## src/rtl/bin2dec_pkg.sv

```systemverilog
package bin2dec_pkg;
  localparam int unsigned DIGIT_W = 4;
  localparam int unsigned SEG_W   = 7;
  localparam int unsigned RADIX   = 10;
  typedef logic [DIGIT_W-1:0] digit_t;
  typedef logic [SEG_W-1:0]   seg_t;
  typedef enum logic [0:0] {SEG_FULL = 1'b0, SEG_ZERO_ONE = 1'b1} seg_mode_e;
endpackage

```

## src/rtl/bin2dec_cmp.sv

```systemverilog
module bin2dec_cmp
  import bin2dec_pkg::*;
(
  input  digit_t val_i,
  output logic   gt9_o
);
  // above nine: bit3 set together with bit2 or bit1
  assign gt9_o = val_i[3] & (val_i[2] | val_i[1]);
endmodule

```

## src/rtl/bin2dec_fix.sv

```systemverilog
module bin2dec_fix
  import bin2dec_pkg::*;
(
  input  digit_t val_i,
  output digit_t fix_o
);
  // subtract-ten mapping, meaningful only for inputs 10..15
  assign fix_o[3] = 1'b0;
  assign fix_o[2] = val_i[2] & val_i[1];
  assign fix_o[1] = ~val_i[1];
  assign fix_o[0] = val_i[0];
endmodule

```

## src/rtl/bin2dec_mux.sv

```systemverilog
module bin2dec_mux
  import bin2dec_pkg::*;
#(
  parameter int unsigned W = DIGIT_W
) (
  input  logic [W-1:0] raw_i,
  input  logic [W-1:0] alt_i,
  input  logic         sel_i,
  output logic [W-1:0] out_o
);
  for (genvar k = 0; k < W; k++) begin : g_bit
    assign out_o[k] = (~sel_i & raw_i[k]) | (sel_i & alt_i[k]);
  end
endmodule

```

## src/rtl/bin2dec_seg.sv

```systemverilog
module bin2dec_seg
  import bin2dec_pkg::*;
#(
  parameter seg_mode_e MODE       = SEG_FULL,
  parameter bit        ACTIVE_LOW = 1'b1
) (
  input  digit_t val_i,
  output seg_t   seg_o
);
  seg_t hi;  // active-high {g,f,e,d,c,b,a}
  logic x3, x2, x1, x0;
  assign {x3, x2, x1, x0} = val_i;

  if (MODE == SEG_FULL) begin : g_full
    assign hi[0] = x3 | x1 | (x2 & x0) | (~x2 & ~x0);
    assign hi[1] = ~x2 | (x1 & x0) | (~x1 & ~x0);
    assign hi[2] = x2 | ~x1 | x0;
    assign hi[3] = x3 | (~x2 & ~x0) | (~x2 & x1) | (x1 & ~x0) | (x2 & ~x1 & x0);
    assign hi[4] = (~x2 & ~x0) | (x1 & ~x0);
    assign hi[5] = x3 | (~x1 & ~x0) | (x2 & ~x1) | (x2 & ~x0);
    assign hi[6] = x3 | (~x2 & x1) | (x1 & ~x0) | (x2 & ~x1);
  end else begin : g_zero_one
    // only bit0 matters: shows 0 or 1
    assign hi[0] = ~x0;
    assign hi[1] = 1'b1;
    assign hi[2] = 1'b1;
    assign hi[3] = ~x0;
    assign hi[4] = ~x0;
    assign hi[5] = ~x0;
    assign hi[6] = 1'b0;
  end

  if (ACTIVE_LOW) begin : g_low
    assign seg_o = ~hi;
  end else begin : g_high
    assign seg_o = hi;
  end
endmodule

```

## src/rtl/bin2dec_disp.sv

```systemverilog
module bin2dec_disp
  import bin2dec_pkg::*;
(
  input  logic [3:0] bin_i,
  output logic [3:0] units_o,
  output logic       over9_o,
  output logic [6:0] seg_units_n,
  output logic [6:0] seg_tens_n
);
  logic   gt9;
  digit_t fixed;
  digit_t units;
  digit_t tens_val;

  bin2dec_cmp u_cmp (.val_i(bin_i), .gt9_o(gt9));
  bin2dec_fix u_fix (.val_i(bin_i), .fix_o(fixed));

  bin2dec_mux #(.W(DIGIT_W)) u_mux (
    .raw_i(bin_i), .alt_i(fixed), .sel_i(gt9), .out_o(units)
  );

  assign tens_val = {{(DIGIT_W-1){1'b0}}, gt9};

  bin2dec_seg #(.MODE(SEG_FULL), .ACTIVE_LOW(1'b1)) u_seg_u (
    .val_i(units), .seg_o(seg_units_n)
  );
  bin2dec_seg #(.MODE(SEG_ZERO_ONE), .ACTIVE_LOW(1'b1)) u_seg_t (
    .val_i(tens_val), .seg_o(seg_tens_n)
  );

  assign units_o = units;
  assign over9_o = gt9;
endmodule

```

## config.mk

```make
export PLATFORM = sky130hd
export DESIGN_NAME = bin2dec_disp
export DESIGN_NICKNAME = d
export VERILOG_FILES = /design/src/rtl/bin2dec_pkg.sv /design/src/rtl/bin2dec_cmp.sv /design/src/rtl/bin2dec_fix.sv /design/src/rtl/bin2dec_mux.sv /design/src/rtl/bin2dec_seg.sv /design/src/rtl/bin2dec_disp.sv
export SDC_FILE = /design/constraint.sdc
export NUM_CORES = 1
export LEC_CHECK = 0
export BUFFER_PORTS_ARGS = -buffer_cell sky130_fd_sc_hd__buf_2
export CORE_AREA = 2 2 39 41
export DETAILED_ROUTE_END_ITERATION = 16
export DIE_AREA = 0 0 41 43
export PLACE_DENSITY = 0.52
export SKIP_LAST_GASP = 1
export SLEW_MARGIN = 0
export SYNTH_ARGS = -nofsm -noshare
export SYNTH_HDL_FRONTEND = slang
export SYNTH_SLANG_ARGS = --single-unit
```

## constraint.sdc

```tcl
create_clock -name vclk -period 2.17
set_clock_uncertainty 0.15 [all_clocks]
set_input_delay 0.1085 -clock vclk [all_inputs]
set_output_delay 0.1085 -clock vclk [all_outputs]
set_load 0.005 [all_outputs]
```

## Word-level counts from Yosys, hierarchy flattened

Cells that the tools add are included.

| word-level totals | value |
|---|---|
| bits in latches | 0 |
| RAM bits | 0 |
| flip-flop bits (word level) | 0 |
| ROM bits | 0 |
| output and inout bits | 19 |
| memories | 0 |

| operators by class | value |
|---|---|
| multipliers | 0 |
| divide/modulo/power cells | 0 |
| reductions and logical operators | 0 |
| bitwise gates (word level) | 47 |
| equal/unequal tests | 0 |
| add/sub/neg operators | 0 |
| multiplexer cells | 0 |
| $lt $le $gt $ge | 0 |
| shifts and indexed selects | 0 |

Operator list:

| cell | number |
|---|---|
| $or 1x1->1 | 22 |
| $and 1x1->1 | 18 |
| $not 6->7 | 1 |
| $not 7->7 | 1 |
| $not 1->1 | 5 |

## Depth between registers and ports, before layout

Gate-level depths: netlist of the first run.

| logic depth | value |
|---|---|
| word-level depth | 12 |
| gate-level depth with buffers | 4 |
| depth with buffers taken out | 3 |

## By module

Synthesis of the first run repeated with hierarchy kept, for this count alone.

| second synthesis, totals | value |
|---|---|
| cells, all modules | 37 |
| area total of the unflattened synthesis | 252.7 µm² |

Modules (own cells, without submodules):

| module | instances | area each (µm²) | cells an instance | seq. area each (µm²) |
|---|---|---|---|---|
| bin2dec_seg at u_seg_u | 1 | 107.6 | 17 | 0.0 |
| bin2dec_seg at u_seg_t | 1 | 60.1 | 9 | 0.0 |
| bin2dec_mux | 1 | 45.0 | 4 | 0.0 |
| bin2dec_fix | 1 | 28.8 | 5 | 0.0 |
| bin2dec_cmp | 1 | 7.5 | 1 | 0.0 |
| bin2dec_disp | 1 | 3.8 | 1 | 0.0 |

## Worst setup path before layout of the first run

Ideal clock, no wire load.

| timing | value |
|---|---|
| path kind | input port to output port |
| from | input port bin_i[3] |
| to | output port seg_units_n[5] |
| buffers on the path | 1 |
| setup slack | 1.185 ns |
| stages on the path | 3 |
| data arrival time | 0.727 ns |
| path through | buf_2 nor2b_1 o311ai_0 |

| between the ends | value |
|---|---|
| longest elaborated chain between the ends | 10 |
| elaborated cells between the ends (all ways) | 21 |
| classes of those cells | bitwise (21) |

Ends and longest elaborated chain:

| element | RTL line | text |
|---|---|---|
| start: declaration | bin2dec_disp.sv:4 | `input logic [3:0] bin_i,` |
| $and 1x1->1 | bin2dec_cmp.sv:8 | `assign gt9_o = val_i[3] & (val_i[2] \| val_i[1]);` |
| $not 1->1 | bin2dec_mux.sv:12 | `assign out_o[k] = (~sel_i & raw_i[k]) \| (sel_i & alt_i[k]);` |
| $and 1x1->1 | bin2dec_mux.sv:12 |  |
| $or 1x1->1 | bin2dec_mux.sv:12 |  |
| $not 1->1 | bin2dec_seg.sv:20 | `assign hi[5] = x3 \| (~x1 & ~x0) \| (x2 & ~x1) \| (x2 & ~x0);` |
| $and 1x1->1 | bin2dec_seg.sv:20 |  |
| $or 1x1->1 (2 in a row) | bin2dec_seg.sv:20 |  |
| $or 1x1->1 * | bin2dec_seg.sv:20 |  |
| $not 7->7 * | bin2dec_seg.sv:34 | `assign seg_o = ~hi;` |
| end: declaration | bin2dec_disp.sv:7 | `output logic [6:0] seg_units_n,` |

Mark *: on every way between the ends. The rest lies on a longest branch, timed or not.

## Worst setup path in the final report of the first run

| timing | value |
|---|---|
| from | input port bin_i[1] |
| to | output port seg_units_n[2] |

| between the ends | value |
|---|---|
| longest elaborated chain between the ends | 9 |
| elaborated cells between the ends (all ways) | 18 |
| classes of those cells | bitwise (18) |

Ends and longest elaborated chain:

| element | RTL line | text |
|---|---|---|
| $or 1x1->1 | bin2dec_cmp.sv:8 |  |
| $and 1x1->1 | bin2dec_cmp.sv:8 |  |
| $not 1->1 | bin2dec_mux.sv:12 |  |
| $and 1x1->1 | bin2dec_mux.sv:12 |  |
| $or 1x1->1 | bin2dec_mux.sv:12 |  |
| $not 1->1 | bin2dec_seg.sv:17 | `assign hi[2] = x2 \| ~x1 \| x0;` |
| $or 1x1->1 | bin2dec_seg.sv:17 |  |
| $or 1x1->1 * | bin2dec_seg.sv:17 |  |
| $not 7->7 * | bin2dec_seg.sv:34 |  |

Marks and branches as above.

==> impl_metrics.toml, run 1 <==
[run_status]
status = "finished clean"

[timing]
max_freq_mhz = 820
min_period_ps = 1220
slew_violations = 0
rsz0062_at_grt = "no"
fin_crit_sh_pct = 56.2
worst_hold_slack_ps = 344
hold_violations = 0
finalSetupViolations = 0
finalSetupTns_ps = 0

[logic_synthesis]
mappedNetlistArea_sq_um = 239
yosysWarningCount = 0
synth_cells = 38
synth_seq_area_share_pct = 0
synth_cell_types = 25
syn_avg_cell_area_sq_um = 6.29

[final_layout]
postLayoutCoreUtil_pct = 21.4
nets = 55
layout_commonest_cell = "buf_2"
clock_buffers = 0
seq_cell_count = 0
fill_cells = 163
drive_gt1_share_pct = 49.0
final_cells = 65
syn_to_final_growth_pct = 24.1
n_antenna_cell = 0
final_area_sq_um = 297
mostFrequentLayoutCells = "buf_2, nor2_1, conb_1"
register_area_sq_um = 0

[route]
vias_per_cell = 4.11
drc = 0
vias = 267
wire_per_inst_um = 7.97
routed_wl_um = 518
ant_nets = 0
drt_pre_antenna_iters = 4
drt_iter0_drc = 6

[worst_setup_path]
required_ps = 1910
crit_top_cell = "buf_2"
cp_num_buf_inv = 3
worst_setup_path_end_kind = "output pin"
path_delay_family = "simple AND/OR/NAND/NOR gates"
slowest_stage = "or3_1"
start_kind = "input pin"
cpPeakStageDelay_ps = 380
worst_ep_arrival_time_ps = 960
cp_cell_sequence = "buf_2 -> inv_2 -> or3_1 -> a21oi_2 -> buf_2"
worst-setup-path-type = "input pin to output pin"
cp_max_fo = 7

[grt]
grtUsageMet2_pct = 8.75
first_global_vias = 183
met1_usage_pct = 9.18
antenna_found_initial = 0
grt_overflow = 0
grt_use_total_pct = 5.69
grt.busiest_layer = "met1"
grt_pass1_wl_um = 772
grt_start_max_net_pins = 14
grt_use_met3_pct = 0

[placement]
place_area_sq_um = 297
io_buffer_count = 20
dp.cells = 65
gp_congestion = 0.689

[clock_tree]
cts_hold_buf = 0
post_cts_buffers = 0
cts_resized = 0

[floorplanning]
die_area_sq_um = 1760
die_x_um = 41
fp.coreArea_sq_um = 1380
num_rows = 14
die_y_um = 43
start_util_pct = 17.3
ios = 23

[power_and_ir_drop]
p_leak_uw = 0.000163
irDropWorstVdd_v = 0.0000659
powerDensity_nw_per_um2 = 209

[min_path]
min_path_type = "input pin to output pin"

[flow_run]
cap_viol_max_count = 0
## where the power goes
group          switching [uW]  internal [uW]  total, uW  leakage, uW
combinational            31.7           30.2       61.8     0.000163
sequential                  0              0          0            0
clock                       0              0          0            0
## logic make-up after synthesis
kind of cell              synth area share (%)
muxes                                     4.19
xor gates and xnor gates                  7.33
other                                     3.14
and+or+nand+nor                           27.7
buffers and inverters                     29.3
AOI/OAI and AO/OA                         28.3
## worst paths after layout
kind / from / end / slack [ps] / depth (start not counted)
min: bin_i[0] / units_o[0] / 340 / 2
max: bin_i[1] / seg_units_n[2] / 950 / 5
## cells in the mapped netlist (2+ instances only)
library cell / n / area [sq um]
buf_4: 7 / 52.6
conb_1: 2 / 7.51
buf_2: 2 / 10.0
and2_1: 2 / 12.5
nand2_1: 2 / 7.51
nor2_1: 3 / 11.3
nor2b_1: 2 / 12.5
## stage by stage
step,setup slack [ps],total power (uW)
6_report,950,61.8
5_1_grt,901,69.8
4_1_cts,952,62.9
3_5_place_dp,951,62.6
3_3_place_gp,952,62.6
2_1_floorplan,1180,45.4
## cell type report
cell class,count,area (sq um),area share (%)
Multi-Input combinational cell,28,173,58.2
Inverter,1,3.75,1.27
Timing Repair Buffer,20,100,33.8
Tap cell,16,20.0,6.75
## routing by layer
metal | vias to the layer above | wire length [um] | share of wire (%)
met5 | - | 0 | 0
met4 | 0 | 0 | 0
met3 | 0 | 63 | 12
met2 | 16 | 230 | 44
met1 | 115 | 223 | 43
li1 | 136 | - | -
Power figures use the tool's default switching activity.
==> run 2: changes to the inputs <==
PLACE_DENSITY = 0.54   (was 0.52)
clock period = 1 ns   (was 2.17 ns; I/O delays follow)
==> impl_metrics.toml, run 2 (synthesized netlist as in run 1, its figures left out) <==
[timing]
fin_ws_ps = 12.5
rsz0062_at_grt = "yes"
max_freq_mhz = 1010
hold_violations = 0
slew_violations = 0
min_period_ps = 987
fin_crit_sh_pct = 98.7
finalSetupViolations = 0

[final_layout]
mostFrequentLayoutCells = "buf_2, buf_4, nor2_1, conb_1"
drive_gt1_share_pct = 64.4
nets = 65
final_cells = 75
fill_cells = 167
final_area_sq_um = 419
clock_buffers = 0
layout_commonest_cell = "buf_2"
register_area_sq_um = 0
syn_to_final_growth_pct = 75.4
seq_cell_count = 0
n_antenna_cell = 0

[worst_setup_path]
worst_setup_path_end_kind = "output pin"
path_delay_family = "simple AND/OR/NAND/NOR gates"
cp_cell_sequence = "buf_8 -> or3_4 -> a21oi_2 -> buf_2"
required_ps = 800
start_kind = "input pin"
slowest_stage = "or3_4"
cpPeakStageDelay_ps = 370
cp_num_buf_inv = 2
cp_max_fo = 7
worst_ep_arrival_time_ps = 790
worst-setup-path-type = "input pin to output pin"

[grt]
grt_pass1_wl_um = 931
antenna_found_initial = 0
grt_use_total_pct = 6.79
first_global_vias = 251
grt_overflow = 0
grt_start_max_net_pins = 8

[power_and_ir_drop]
irDropWorstVdd_v = 0.000160
p_leak_uw = 0.000227
powerDensity_nw_per_um2 = 438

[flow_run]
cap_viol_max_count = 0

[min_path]
min_path_type = "input pin to output pin"

[floorplanning]
die_area_sq_um = 1760
fp.coreArea_sq_um = 1380
num_rows = 14
die_y_um = 43
start_util_pct = 17.3
ios = 23
die_x_um = 41

[route]
drt_pre_antenna_iters = 2
drc = 0
ant_nets = 0
vias = 306
vias_per_cell = 4.08
routed_wl_um = 589
drt_iter0_drc = 1
wire_per_inst_um = 7.85

[placement]
pre_cts_ws_ps = -76.2
gp_congestion = 0.768
place_area_sq_um = 372
dp.cells = 75
hpwl_um = 493
io_buffer_count = 20

[run_status]
status = "finished clean"

[clock_tree]
cts_hold_buf = 0
post_cts_buffers = 0
## run 2: power breakdown
group          switching (uW)  total [uW]  internal [uW]  leakage (uW)
Combinational            78.3         183            105      0.000227
Clock                       0           0              0             0
Sequential                  0           0              0             0
## run 2: worst paths after layout
kind | from | to | slack [ps] | cells after the start
max | bin_i[2] | seg_units_n[2] | 10 | 4
min | bin_i[2] | seg_units_n[4] | 230 | 3
## run 2: per-stage QoR
step,hold WS (ps),power [uW],TNS [ps],utilization [%]
finish,234,183,0,30.3
global route,265,205,-18.8,30.3
CTS,308,171,-1.21,27.7
detailed placement,310,166,-123,26.9
global placement,307,165,-114,26.9
floorplan,-31.9,98.5,0,-
## run 2: cell type report
class | instances | area [sq um] | area share (%)
Multi-Input combinational cell | 28 | 193 | 46.0
Tap cell | 16 | 20.0 | 4.78
Timing Repair Buffer | 30 | 200 | 47.8
Inverter | 1 | 6.26 | 1.49
## run 2: metal layers
| layer | GRT usage, % | part of all wire (%) |
|---|---|---|
| met4 | 0 | 0 |
| met1 | 10.1 | 39 |
| met3 | 0 | 12 |
| met5 | 0 | 0 |
| met2 | 11.3 | 49 |
## run 2: timing repair
item / in CTS / in global routing
endpoints found under the hold margin: 0 / 0
gates resized for setup: 4 / 11
pin swaps: 2 / 2
endpoints found under the setup margin: 4 / 5
==> run 3: changes to the inputs <==
PLACE_DENSITY = 0.55   (was 0.54)
clock period = 0.9 ns   (was 1 ns; I/O delays follow)
==> impl_metrics.toml, run 3 (synthesized netlist as in run 1, its figures left out) <==
[timing]
slew_violations = 0
rsz0062_at_grt = "yes"
fin_crit_sh_pct = 106
finalSetupViolations = 4
max_freq_mhz = 1040
min_period_ps = 958
finalSetupTns_ps = -116
hold_violations = 0
fin_ws_ps = -57.6

[worst_setup_path]
cpPeakStageDelay_ps = 370
slowest_stage = "or3_4"
worstSetupPathDepth = 4
crit_start = "bin_i[3]"
worst_setup_path_end_kind = "output pin"
cp_cell_sequence = "buf_12 -> or3_4 -> a21oi_2 -> buf_2"
path_delay_family = "simple AND/OR/NAND/NOR gates"
start_kind = "input pin"
required_ps = 700
worst-setup-path-type = "input pin to output pin"
cp_max_fo = 7
worst_ep_arrival_time_ps = 760
cp_num_buf_inv = 2

[final_layout]
clock_buffers = 0
drive_gt1_share_pct = 66.7
register_area_sq_um = 0
final_cells = 73
fill_cells = 161
n_antenna_cell = 0
seq_cell_count = 0
layout_commonest_cell = "buf_2"
mostFrequentLayoutCells = "buf_2, buf_6, buf_4"
nets = 63
syn_to_final_growth_pct = 84.3

[grt]
met1_usage_pct = 9.18
first_global_vias = 244
grt_pass1_wl_um = 959
grt_overflow = 0
antenna_found_initial = 0
grt_use_met3_pct = 0
grt.busiest_layer = "met2"
grt_use_total_pct = 6.99
grt_start_max_net_pins = 10
grtUsageMet2_pct = 12.8

[power_and_ir_drop]
p_leak_uw = 0.000236
irDropWorstVdd_v = 0.000196
power_uw = 222
powerDensity_nw_per_um2 = 505

[floorplanning]
die_x_um = 41
die_area_sq_um = 1760
die_y_um = 43
fp.coreArea_sq_um = 1380
ios = 23
num_rows = 14
start_util_pct = 17.3

[placement]
gp_congestion = 0.736
io_buffer_count = 20
hpwl_um = 514
dp.cells = 73

[route]
routed_wl_um = 632
drt_pre_antenna_iters = 1
wire_per_inst_um = 8.66
ant_nets = 0
vias_per_cell = 3.99
drt_iter0_drc = 0
drc = 0
vias = 291

[run_status]
violations = "setup timing"
status = "finished with violations"

[min_path]
hp-start = "bin_i[0]"
min_path_cells = 2
min_path_type = "input pin to output pin"

[clock_tree]
post_cts_buffers = 0

[flow_run]
cap_viol_max_count = 0
-- run 3: where the power goes --
part | internal [uW] | switching, uW
combinational | 129 | 93.4
clock | 0 | 0
sequential | 0 | 0
total | 129 | 93.4
-- run 3: layout make-up --
cell class	instances	area (sq um)	area share [%]
Inverter	1	3.75	0.852
Timing Repair Buffer	28	209	47.4
Multi-Input combinational cell	28	208	47.2
Tap cell	16	20.0	4.55
-- run 3: final timing paths --
kind | end
setup / recovery | seg_units_n[2]
hold / removal | units_o[0]
-- run 3: repair_timing --
action	4_1_cts	5_1_grt
hold buffers	0	0
setup endpoints to repair	7	8
pin swaps	2	3
gates resized for setup	11	12
-- run 3: per-stage QoR --
step | hold WS [ps] | instance area [sq um] | util (%) | setup WS, ps
after global placement | 213 | 357 | 25.8 | -134
after CTS | 146 | 394 | 28.5 | -73.5
after floorplan | -41.9 | 243 | - | 42.0
after detailed placement | 214 | 357 | 25.8 | -154
final | 144 | 440 | 31.8 | -57.6
after global routing | 154 | 440 | 31.8 | -100
-- run 3: metal layers --
metal / vias up / share of wire [%]
met4: 0 / 0
li1: 154 / -
met2: 19 / 43
met3: 0 / 11
met1: 118 / 45
met5: - / 0
